===== src/rtl/spv_pkg.sv =====
package spv_pkg;
    localparam int BYTE_W    = 8;
    localparam int ROW_BYTES = 8;
    localparam int OFF_W     = $clog2(ROW_BYTES);
    localparam int ROW_W     = ROW_BYTES * BYTE_W;
    localparam int CRC_W     = 16;

    localparam logic [BYTE_W-1:0] CMD_WRITE = 8'h0F;
    localparam logic [BYTE_W-1:0] CMD_READ  = 8'hAA;
    localparam logic [BYTE_W-1:0] CMD_COPY  = 8'h55;

    localparam logic [CRC_W-1:0] CRC_POLY_REFL = 16'hA001;

    typedef logic [BYTE_W-1:0] byte_t;

    typedef enum logic [2:0] {
        FR_CMD,
        FR_WRITE,
        FR_READ,
        FR_COPY,
        FR_SKIP
    } frame_e;

    typedef struct packed {
        frame_e             frame;
        logic [3:0]         rx_cnt;
        logic [3:0]         tx_cnt;
        logic [CRC_W-1:0]   crc;
        byte_t              ta_lo;
        byte_t              ta_hi;
        logic               pf;
        logic               aa;
        logic [OFF_W-1:0]   eoff;
        logic [ROW_W-1:0]   sp;
        logic               echo_ok;
        logic               tx_valid;
        byte_t              tx_byte;
    } ctrl_state_t;
endpackage


===== src/rtl/spv_crc16.sv =====
module spv_crc16 #(
    parameter int                CW   = 16,
    parameter int                DW   = 8,
    parameter logic [CW-1:0]     POLY = 16'hA001
) (
    input  logic [CW-1:0] crc_in,
    input  logic [DW-1:0] data_in,
    output logic [CW-1:0] crc_out
);
    // Reflected (LSB-first) bitwise update, one byte per call.
    always_comb begin
        logic [CW-1:0] c;
        logic          fb;
        c = crc_in;
        for (int i = 0; i < DW; i++) begin
            fb = c[0] ^ data_in[i];
            c  = c >> 1;
            if (fb) c = c ^ POLY;
        end
        crc_out = c;
    end
endmodule


===== src/rtl/spv_row_store.sv =====
module spv_row_store #(
    parameter int MEM_BYTES = 128,
    parameter int ROW_BYTES = 8,
    parameter int BYTE_W    = 8,
    localparam int ROWS     = MEM_BYTES / ROW_BYTES,
    localparam int ADDR_W   = $clog2(MEM_BYTES),
    localparam int OFF_W    = $clog2(ROW_BYTES),
    localparam int RIDX_W   = ADDR_W - OFF_W,
    localparam int RW       = ROW_BYTES * BYTE_W
) (
    input  logic              clk,
    input  logic              rst_n,
    input  logic              wr_en,
    input  logic [RIDX_W-1:0] wr_row,
    input  logic [RW-1:0]     wr_data,
    input  logic [ADDR_W-1:0] rd_addr,
    output logic [BYTE_W-1:0] rd_data
);
    logic [RW-1:0] rows_q [ROWS];
    logic [RW-1:0] rows_d [ROWS];

    generate
        for (genvar r = 0; r < ROWS; r++) begin : g_row
            always_comb begin
                rows_d[r] = rows_q[r];
                if (wr_en && (wr_row == RIDX_W'(r))) rows_d[r] = wr_data;
            end

            always_ff @(posedge clk or negedge rst_n) begin
                if (!rst_n) rows_q[r] <= '0;
                else        rows_q[r] <= rows_d[r];
            end
        end
    endgenerate

    logic [RW-1:0] rd_row;
    assign rd_row  = rows_q[rd_addr[ADDR_W-1:OFF_W]];
    assign rd_data = rd_row[{rd_addr[OFF_W-1:0], 3'b000} +: BYTE_W];

    // memory contents move only on a row write
    p_mem_hold_r8: assert property (@(posedge clk) disable iff (!rst_n)
        (!$past(wr_en) && $stable(rd_addr)) |-> $stable(rd_data));
endmodule


===== src/rtl/spv_ctrl.sv =====
module spv_ctrl
    import spv_pkg::*;
#(
    parameter int MEM_BYTES = 128,
    localparam int ADDR_W   = $clog2(MEM_BYTES),
    localparam int RIDX_W   = ADDR_W - OFF_W
) (
    input  logic              clk,
    input  logic              rst_n,
    input  logic              frame_rst,
    input  logic              rx_valid,
    input  logic [7:0]        rx_byte,
    input  logic              tx_req,
    output logic              tx_valid,
    output logic [7:0]        tx_byte,
    input  logic [ADDR_W-1:0] mem_raddr,
    output logic [7:0]        mem_rdata
);
    localparam logic [3:0] WR_LAST = 4'(2 + ROW_BYTES - 1);
    localparam logic [3:0] WR_DONE = 4'(2 + ROW_BYTES);
    localparam logic [3:0] RD_LEN  = 4'(3 + ROW_BYTES);
    localparam logic [3:0] CP_LEN  = 4'd3;

    ctrl_state_t st_q, st_d;
    logic [CRC_W-1:0] crc_next;
    logic             mem_we;
    byte_t            es_byte;
    logic [OFF_W-1:0] wr_idx;
    logic [OFF_W-1:0] rd_idx;

    spv_crc16 #(.CW(CRC_W), .DW(BYTE_W), .POLY(CRC_POLY_REFL)) u_crc (
        .crc_in  (st_q.crc),
        .data_in (rx_byte),
        .crc_out (crc_next)
    );

    spv_row_store #(.MEM_BYTES(MEM_BYTES), .ROW_BYTES(ROW_BYTES), .BYTE_W(BYTE_W)) u_mem (
        .clk     (clk),
        .rst_n   (rst_n),
        .wr_en   (mem_we),
        .wr_row  (st_q.ta_lo[ADDR_W-1:OFF_W]),
        .wr_data (st_q.sp),
        .rd_addr (mem_raddr),
        .rd_data (mem_rdata)
    );

    assign es_byte = {st_q.aa, 1'b0, st_q.pf, 2'b00, st_q.eoff};
    assign wr_idx  = OFF_W'(st_q.rx_cnt - 4'd2);
    assign rd_idx  = OFF_W'(st_q.tx_cnt - 4'd3);

    always_comb begin
        byte_t echo_exp;
        logic  echo_now;
        st_d          = st_q;
        st_d.tx_valid = 1'b0;
        mem_we        = 1'b0;
        echo_exp      = '0;
        echo_now      = 1'b0;

        if (frame_rst) begin
            st_d.frame   = FR_CMD;
            st_d.rx_cnt  = '0;
            st_d.tx_cnt  = '0;
            st_d.crc     = '0;
            st_d.echo_ok = 1'b1;
        end else begin
            if (rx_valid) begin
                unique case (st_q.frame)
                    FR_CMD: begin
                        st_d.crc    = crc_next;
                        st_d.rx_cnt = '0;
                        st_d.tx_cnt = '0;
                        if (rx_byte == CMD_WRITE) begin
                            st_d.frame = FR_WRITE;
                            st_d.pf    = 1'b1;
                            st_d.aa    = 1'b0;
                        end else if (rx_byte == CMD_READ) begin
                            st_d.frame = FR_READ;
                        end else if (rx_byte == CMD_COPY) begin
                            st_d.frame   = FR_COPY;
                            st_d.echo_ok = 1'b1;
                        end else begin
                            st_d.frame = FR_SKIP;
                        end
                    end
                    FR_WRITE: begin
                        if (st_q.rx_cnt < WR_DONE) begin
                            st_d.crc    = crc_next;
                            st_d.rx_cnt = st_q.rx_cnt + 4'd1;
                            if (st_q.rx_cnt == 4'd0) begin
                                st_d.ta_lo = {rx_byte[7:OFF_W], {OFF_W{1'b0}}};
                            end else if (st_q.rx_cnt == 4'd1) begin
                                st_d.ta_hi = rx_byte;
                            end else begin
                                st_d.sp[{wr_idx, 3'b000} +: BYTE_W] = rx_byte;
                                st_d.eoff = wr_idx;
                                if (st_q.rx_cnt == WR_LAST) st_d.pf = 1'b0;
                            end
                        end
                    end
                    FR_COPY: begin
                        if (st_q.rx_cnt < CP_LEN) begin
                            if (st_q.rx_cnt == 4'd0)      echo_exp = st_q.ta_lo;
                            else if (st_q.rx_cnt == 4'd1) echo_exp = st_q.ta_hi;
                            else                          echo_exp = es_byte;
                            echo_now     = st_q.echo_ok && (rx_byte == echo_exp);
                            st_d.echo_ok = echo_now;
                            st_d.rx_cnt  = st_q.rx_cnt + 4'd1;
                            if ((st_q.rx_cnt == CP_LEN - 4'd1) && echo_now && !st_q.pf) begin
                                mem_we  = 1'b1;
                                st_d.aa = 1'b1;
                            end
                        end
                    end
                    default: ;
                endcase
            end

            if (tx_req) begin
                if (st_q.frame == FR_READ && st_q.tx_cnt < RD_LEN) begin
                    st_d.tx_valid = 1'b1;
                    st_d.tx_cnt   = st_q.tx_cnt + 4'd1;
                    if (st_q.tx_cnt == 4'd0)      st_d.tx_byte = st_q.ta_lo;
                    else if (st_q.tx_cnt == 4'd1) st_d.tx_byte = st_q.ta_hi;
                    else if (st_q.tx_cnt == 4'd2) st_d.tx_byte = es_byte;
                    else                          st_d.tx_byte = st_q.sp[{rd_idx, 3'b000} +: BYTE_W];
                end else if (st_q.frame == FR_WRITE && st_q.rx_cnt == WR_DONE
                             && st_q.tx_cnt < 4'd2) begin
                    st_d.tx_valid = 1'b1;
                    st_d.tx_cnt   = st_q.tx_cnt + 4'd1;
                    st_d.tx_byte  = (st_q.tx_cnt == 4'd0) ? ~st_q.crc[7:0] : ~st_q.crc[15:8];
                end
            end
        end
    end

    always_ff @(posedge clk or negedge rst_n) begin
        if (!rst_n) begin
            st_q         <= '0;
            st_q.frame   <= FR_CMD;
            st_q.pf      <= 1'b1;
            st_q.echo_ok <= 1'b1;
        end else begin
            st_q <= st_d;
        end
    end

    assign tx_valid = st_q.tx_valid;
    assign tx_byte  = st_q.tx_byte;

    // a response byte only ever answers a request
    p_tx_answers_req_r10: assert property (@(posedge clk) disable iff (!rst_n)
        tx_valid |-> $past(tx_req));

    // checksum restarts after a frame reset
    p_crc_restart_r11: assert property (@(posedge clk) disable iff (!rst_n)
        $past(frame_rst) |-> (st_q.crc == '0));

    // the partial-data flag drops only on the last data byte of a write
    p_pf_clear_r5: assert property (@(posedge clk) disable iff (!rst_n)
        $fell(st_q.pf) |-> $past(rx_valid && !frame_rst && st_q.frame == FR_WRITE
                                 && st_q.rx_cnt == WR_LAST));

    // accepted flag rises only together with a memory commit
    p_aa_by_copy_r6: assert property (@(posedge clk) disable iff (!rst_n)
        $rose(st_q.aa) |-> $past(mem_we));

    // a commit never happens outside a copy frame with a clean scratchpad
    p_copy_clean_r7: assert property (@(posedge clk) disable iff (!rst_n)
        $past(mem_we) |-> ($past(st_q.frame) == FR_COPY && !$past(st_q.pf)));
endmodule


===== config.mk =====
export PLATFORM = sky130hd
export DESIGN_NAME = spv_ctrl
export DESIGN_NICKNAME = d
export VERILOG_FILES = /design/src/rtl/spv_pkg.sv /design/src/rtl/spv_crc16.sv /design/src/rtl/spv_row_store.sv /design/src/rtl/spv_ctrl.sv
export SDC_FILE = /design/constraint.sdc
export NUM_CORES = 2
export LEC_CHECK = 0
export BUFFER_PORTS_ARGS = -buffer_cell sky130_fd_sc_hd__clkbuf_2
export CAP_MARGIN = 20
export CORE_MARGIN = 2
export CORE_UTILIZATION = 60
export CTS_CLUSTER_SIZE = 16
export DETAILED_ROUTE_END_ITERATION = 12
export PLACE_DENSITY_LB_ADDON = 0.08
export REMOVE_ABC_BUFFERS = 1
export SKIP_LAST_GASP = 1
export SYNTH_ARGS = -nofsm -noshare
export SYNTH_HDL_FRONTEND = slang
export SYNTH_SLANG_ARGS = --single-unit

===== constraint.sdc =====
create_clock -name clk -period 6.65 [get_ports clk]
set_clock_uncertainty 0.1 [all_clocks]
set_input_delay 0.665 -clock clk [delete_from_list [all_inputs] [get_ports clk]]
set_output_delay 0.665 -clock clk [all_outputs]
set_load 0.01 [all_outputs]

# == Word-level counts from Yosys, hierarchy flattened ==
# Cells that the tools add are included.
# word_totals
out_inout_bits,17
word_cells,217
ff_bits,1143
# op_classes
shift,4
n_lt_le_gt_ge,5
eq_ne,40
addsub,5
reduce_logical,45
n_bitwise,22
muxes,67
# op_table
cell,n
$mux 67,4
$bmux 64 s4,1
$mux 16,9
$mux 64,2
$shiftx 64x7->8,2
$mux 113,1
$mux 8,12
$bwmux 64,1
$shift 8x8->64 const A,1
$shiftx 8x8->64,1
$mux 9,5
$eq 4x4->1 const B,10
$mux 33,1
$pmux 16 s2,1
$mux 27,1
$mux 4,6
$not 2->3,8
$reduce_and 6->1,4
$logic_and 1x1->1,22
$eq 4x2->1 const B,4
$eq 4x3->1 const B,4
$not 8->8,2
$ne 3x3->1 const B,5
$mux 1,14
other kinds (32),67

# == Depth between registers and ports, before layout ==
# logic_depth
depth_word,23
mapped_depth,13
depth_no_buf,9

# == Cells and area by module ==
# Synthesis repeated with hierarchy kept, for this count alone.
# hier_totals
cells_unflattened,3332
area_unflattened_um2,52434.0
# modules_own_cells
module,n_inst,cells_per_inst,seq_area_each_um2,area_per_inst_um2
spv_row_store,1,2658,25624.6,45899.0
spv_ctrl,1,648,2980.4,6283.5
spv_crc16,1,26,0.0,251.5

# == Worst setup path before layout ==
# Ideal clock, no wire load.
# synth_path
path_type,input to output
startpoint,in mem_raddr[3]
endpoint,out mem_rdata[0]
slack_ps,2817
t_arrival_ps,3068
n_path_buf,5
cell_stages,9
path_cell_list,buf_2 buf_2 buf_2 buf_2 buf_1 mux2i_1 a2111oi_0 a21oi_1 o21ai_0
# synth_between
elab_chain_len,5
# synth_lines
item,line,source
from (decl),spv_ctrl.sv:16,"input logic [ADDR_W-1:0] mem_raddr,"
$not 4->5 (not written as such),spv_row_store.sv:37,assign rd_row = rows_q[rd_addr[ADDR_W-1:OFF_W]];
$bmux 64 s4,spv_row_store.sv:37,
$mux 64 (not written as such) (2 in a row),spv_row_store.sv:37,
$shiftx 64x7->8,spv_row_store.sv:38,"assign rd_data = rd_row[{rd_addr[OFF_W-1:0], 3'b000} +: BYTE_W];"
to (decl),spv_ctrl.sv:17,output logic [7:0] mem_rdata
# Every way passes these cells. The select of a mux whose other input is x is not followed.

# == Worst setup path in the final report ==
# layout_path
startpoint,in mem_raddr[5]
endpoint,out mem_rdata[6]
# Same word-level chain as after synthesis.

==> impl_metrics.tcl <==
set metrics [dict create \
    avgSynthCellArea_sq_um 15.4 \
    path_max_fanout 66 \
    setup_ws_ns 1.80 \
    cp_slowest_cell "a2111oi_0" \
    synth_adder_area_share_pct 0.306 \
    path_cells "buf_8, buf_12, buf_4, mux4_2, mux2_2, a21oi_1, a2111oi_0, a21oi_1, o21ai_0, clkbuf_2" \
    h-tree-depth 3 \
    rsz0062_at_grt "no" \
    ys_seq_elements 1143 \
    viasPerCell 6.67 \
    utilization_pct 66.1 \
    synth_warnings 0 \
    dieArea_sq_um 91000 \
    synth-async-reset-ratio_pct 100 \
    synth_top_area_share_pct 53.7 \
    die_h_um 302 \
    initial_core_util_pct 60.3 \
    grt_max_degree 189 \
    worstSetupPathType "input pin to output pin" \
    io_buffers 36 \
    core.rowCount 109 \
    final-hold-violation-count 0 \
    syn_to_final_growth_pct 9.55 \
    setup_violations 0 \
    firstDrtPassIters 5 \
    cts-root-buf "clkbuf_16" \
    core_sq_um 88100 \
    grt_pass1_vias 33300 \
    io-pin-count 37 \
    syn_inst 3441 \
    start_kind "input pin" \
    clockBufferDepth 3 \
    drive_gt1_share_pct 46.5 \
    dp_hpwl_um 85100 \
    antennaDiodeCount 0 \
    switching_share_pct 21.7 \
    clkSinkCount 1143 \
    antenna_found_initial 0 \
    power.switching_w 0.00315 \
    synthTopCellsByArea "dfrtp_1 (54%), mux2_2 (21%), mux4_2 (12%), mux2_1 (2.6%), clkbuf_1 (1.1%)" \
    status "finished, final reports clean" \
    post-cts-setup-buffer-count 0 \
    vias 31000 \
    min_path_type "input pin to register" \
    period_minus_slack_ns 4.85 \
    synth_compound_area_share_pct 3.42 \
    power_frac_comb_pct 3.7 \
    intPower_w 0.0114 \
    clock_latency_ns 0.72 \
    p_clk_share_pct 48.4 \
    place_ws_ns 2.00 \
    required_ns 5.88 \
    holdWs_ns 0.236 \
    cts_buffers 117 \
    place.gp.congestion 0.870 \
    ys_seq_area_share_pct 53.8 \
    wl_per_cell_um 30.0 \
    drt-total-wl_um 139000 \
    min_period_over_period_pct 72.9 \
    yosys.area_share.xor_xnor_pct 0.461 \
    finalMaxSlewViolations 0 \
    arrival_ns 4.08 \
    synthesis.area_sq_um 53100 \
    ant_nets 0 \
    synth_top_family_by_area "multiplexers" \
    synth_top_area_cell "dfrtp_1" \
    grt_pass1_wl_um 213000 \
    power_density_nw_per_um2 250 \
    nFillCells 6113 \
    crit_buf_inv 4 \
    ir_drop_mv 0.238 \
    totalPowerFinal_w 0.0146 \
    synth_cell_types 63 \
    maxCapViolations 0 \
    leakage_nw 28.0 \
    synthSimpleGateAreaFrac_pct 2.57 \
    ys.flop_type "dfrtp_1" \
    die_x_um 302 \
    synthMuxAreaShare_pct 36.3 \
    drc 0 \
    synth_common_cells "dfrtp_1 (1,141), mux2_2 (1,001), mux4_2 (272)" \
    timing.fmax_mhz 206 \
    num-nets-final 3413 \
    slew_headroom_pct 24.0 \
    cp-end-kind "output pin" \
    clkTransAtPathRegs_ns 0.06 \
    tritoncts "yes" \
    grtUsageTotal_pct 31.4 \
    tightest_slew_ns 1.14 \
    synth_most_common_cell "dfrtp_1" \
    drt_iter0_markers 2380 \
    finalSetupTns_ns 0 \
    grt_overflow 0 \
    timing.critical_path.mode_cell "a21oi_1" \
    pwr-share-seq_pct 47.9 \
    cp_top_family "buffers and inverters" \
    synth-edff-count 0 \
    slowest_delay_ns 0.65 \
]
area by class of cell:
type	count	area [sq um]	share of cell area (%)
multi-input combinational	1983	22900	39.3
sequential	1143	28600	49.1
timing repair buffer	124	1040	1.79
inverter	11	41.3	0.0709
clock buffer	172	3490	6.00
tap	1165	1460	2.50
clock inverter	46	694	1.19
power by group through the flow:
stage / logic [W] / registers [W] / clock network, W
global route: 0.000591 / 0.00697 / 0.00743
detailed placement: 0.000548 / 0.00710 / 0
finish: 0.000539 / 0.00698 / 0.00704
floorplan: 0.000176 / 0.00710 / 0
global placement: 0.000536 / 0.00710 / 0
CTS: 0.000549 / 0.00698 / 0.00714
cell families after synthesis:
group | count (synthesis)
and+or+nand+nor | 228
muxes | 1445
xor gates and xnor gates | 28
DFF | 1143
buffers and inverters | 315
adders and majority gates | 13
AOI/OAI and AO/OA | 269
routing by layer:
layer	part of all wire (%)	track usage, %	up-vias
met5	0	0	-
met1	43	44.1	17100
li1	-	-	12700
met4	3.7	11.3	0
met3	4.7	4.12	256
met2	49	51.0	907
state kept, by name, summed over array words and instances, names as in the netlist, named ones only:
name / flops
es_byte: 5
st_q: 41
tx_byte: 8
tx_valid: 1
u_mem.rows_q: 1024
layout by cell type, fill, tap and decap left out, types with 8 or more instances in the layout:
| master | Yosys | layout |
|---|---|---|
| a2111oi_0 | 16 | 16 |
| a211oi_1 | 8 | 8 |
| a21oi_1 | 61 | 61 |
| a221o_1 | 26 | 26 |
| a221oi_1 | 8 | 8 |
| a31oi_1 | 9 | 9 |
| buf_12 | 0 | 13 |
| buf_4 | 9 | 74 |
| bufinv_16 | 0 | 17 |
| clkbuf_1 | 153 | 25 |
| clkbuf_16 | 0 | 122 |
| clkbuf_2 | 0 | 32 |
| clkbuf_8 | 0 | 26 |
| clkinv_2 | 0 | 23 |
| dfrtp_1 | 1141 | 1141 |
| ha_1 | 13 | 13 |
| inv_1 | 11 | 11 |
| mux2_1 | 122 | 122 |
| mux2_2 | 1001 | 1001 |
| mux2i_1 | 50 | 50 |
| mux4_2 | 272 | 272 |
| nand2_1 | 71 | 71 |
| nand2b_1 | 18 | 18 |
| nand3_1 | 9 | 8 |
| nor2_1 | 63 | 62 |
| nor2b_1 | 10 | 8 |
| nor4_4 | 16 | 16 |
| o21ai_0 | 67 | 67 |
| o221ai_1 | 18 | 18 |
| o22ai_1 | 20 | 20 |
| xnor2_1 | 23 | 23 |
per-stage QoR:
stage / instance area, sq um / std cells
2_1_floorplan: 51500 / 3137
3_3_place_gp: 54000 / 4425
3_5_place_dp: 54000 / 4425
4_1_cts: 58200 / 4644
5_1_grt: 58200 / 4644
6_report: 58200 / 4644
worst paths after layout:
| path | startpoint | endpoint | slack (ns) | cells past startpoint |
|---|---|---|---|---|
| min reg2reg | u_mem.rows_q[746]$_DFFE_PN0P_ | u_mem.rows_q[746]$_DFFE_PN0P_ | 0.38 | 1 |
| max reg2reg | st_q[116]$_DFFE_PN0P_ | u_mem.rows_q[862]$_DFFE_PN0P_ | 1.92 | 11 |
| max in group asynchronous | rst_n | u_mem.rows_q[834]$_DFFE_PN0P_ | 4.17 | 4 |
| min | frame_rst | st_q[116]$_DFFE_PN0P_ | 0.24 | 2 |
| max | mem_raddr[5] | mem_rdata[6] | 1.80 | 10 |
| min in group asynchronous | rst_n | u_mem.rows_q[388]$_DFFE_PN0P_ | 0.53 | 2 |
what timing repair did:
action | in CTS | in global routing
endpoints found under the hold margin | 81 | 0
hold buffers | 1 | 0
gates resized for setup | 0 | 0
Power figures use the tool's default switching activity.
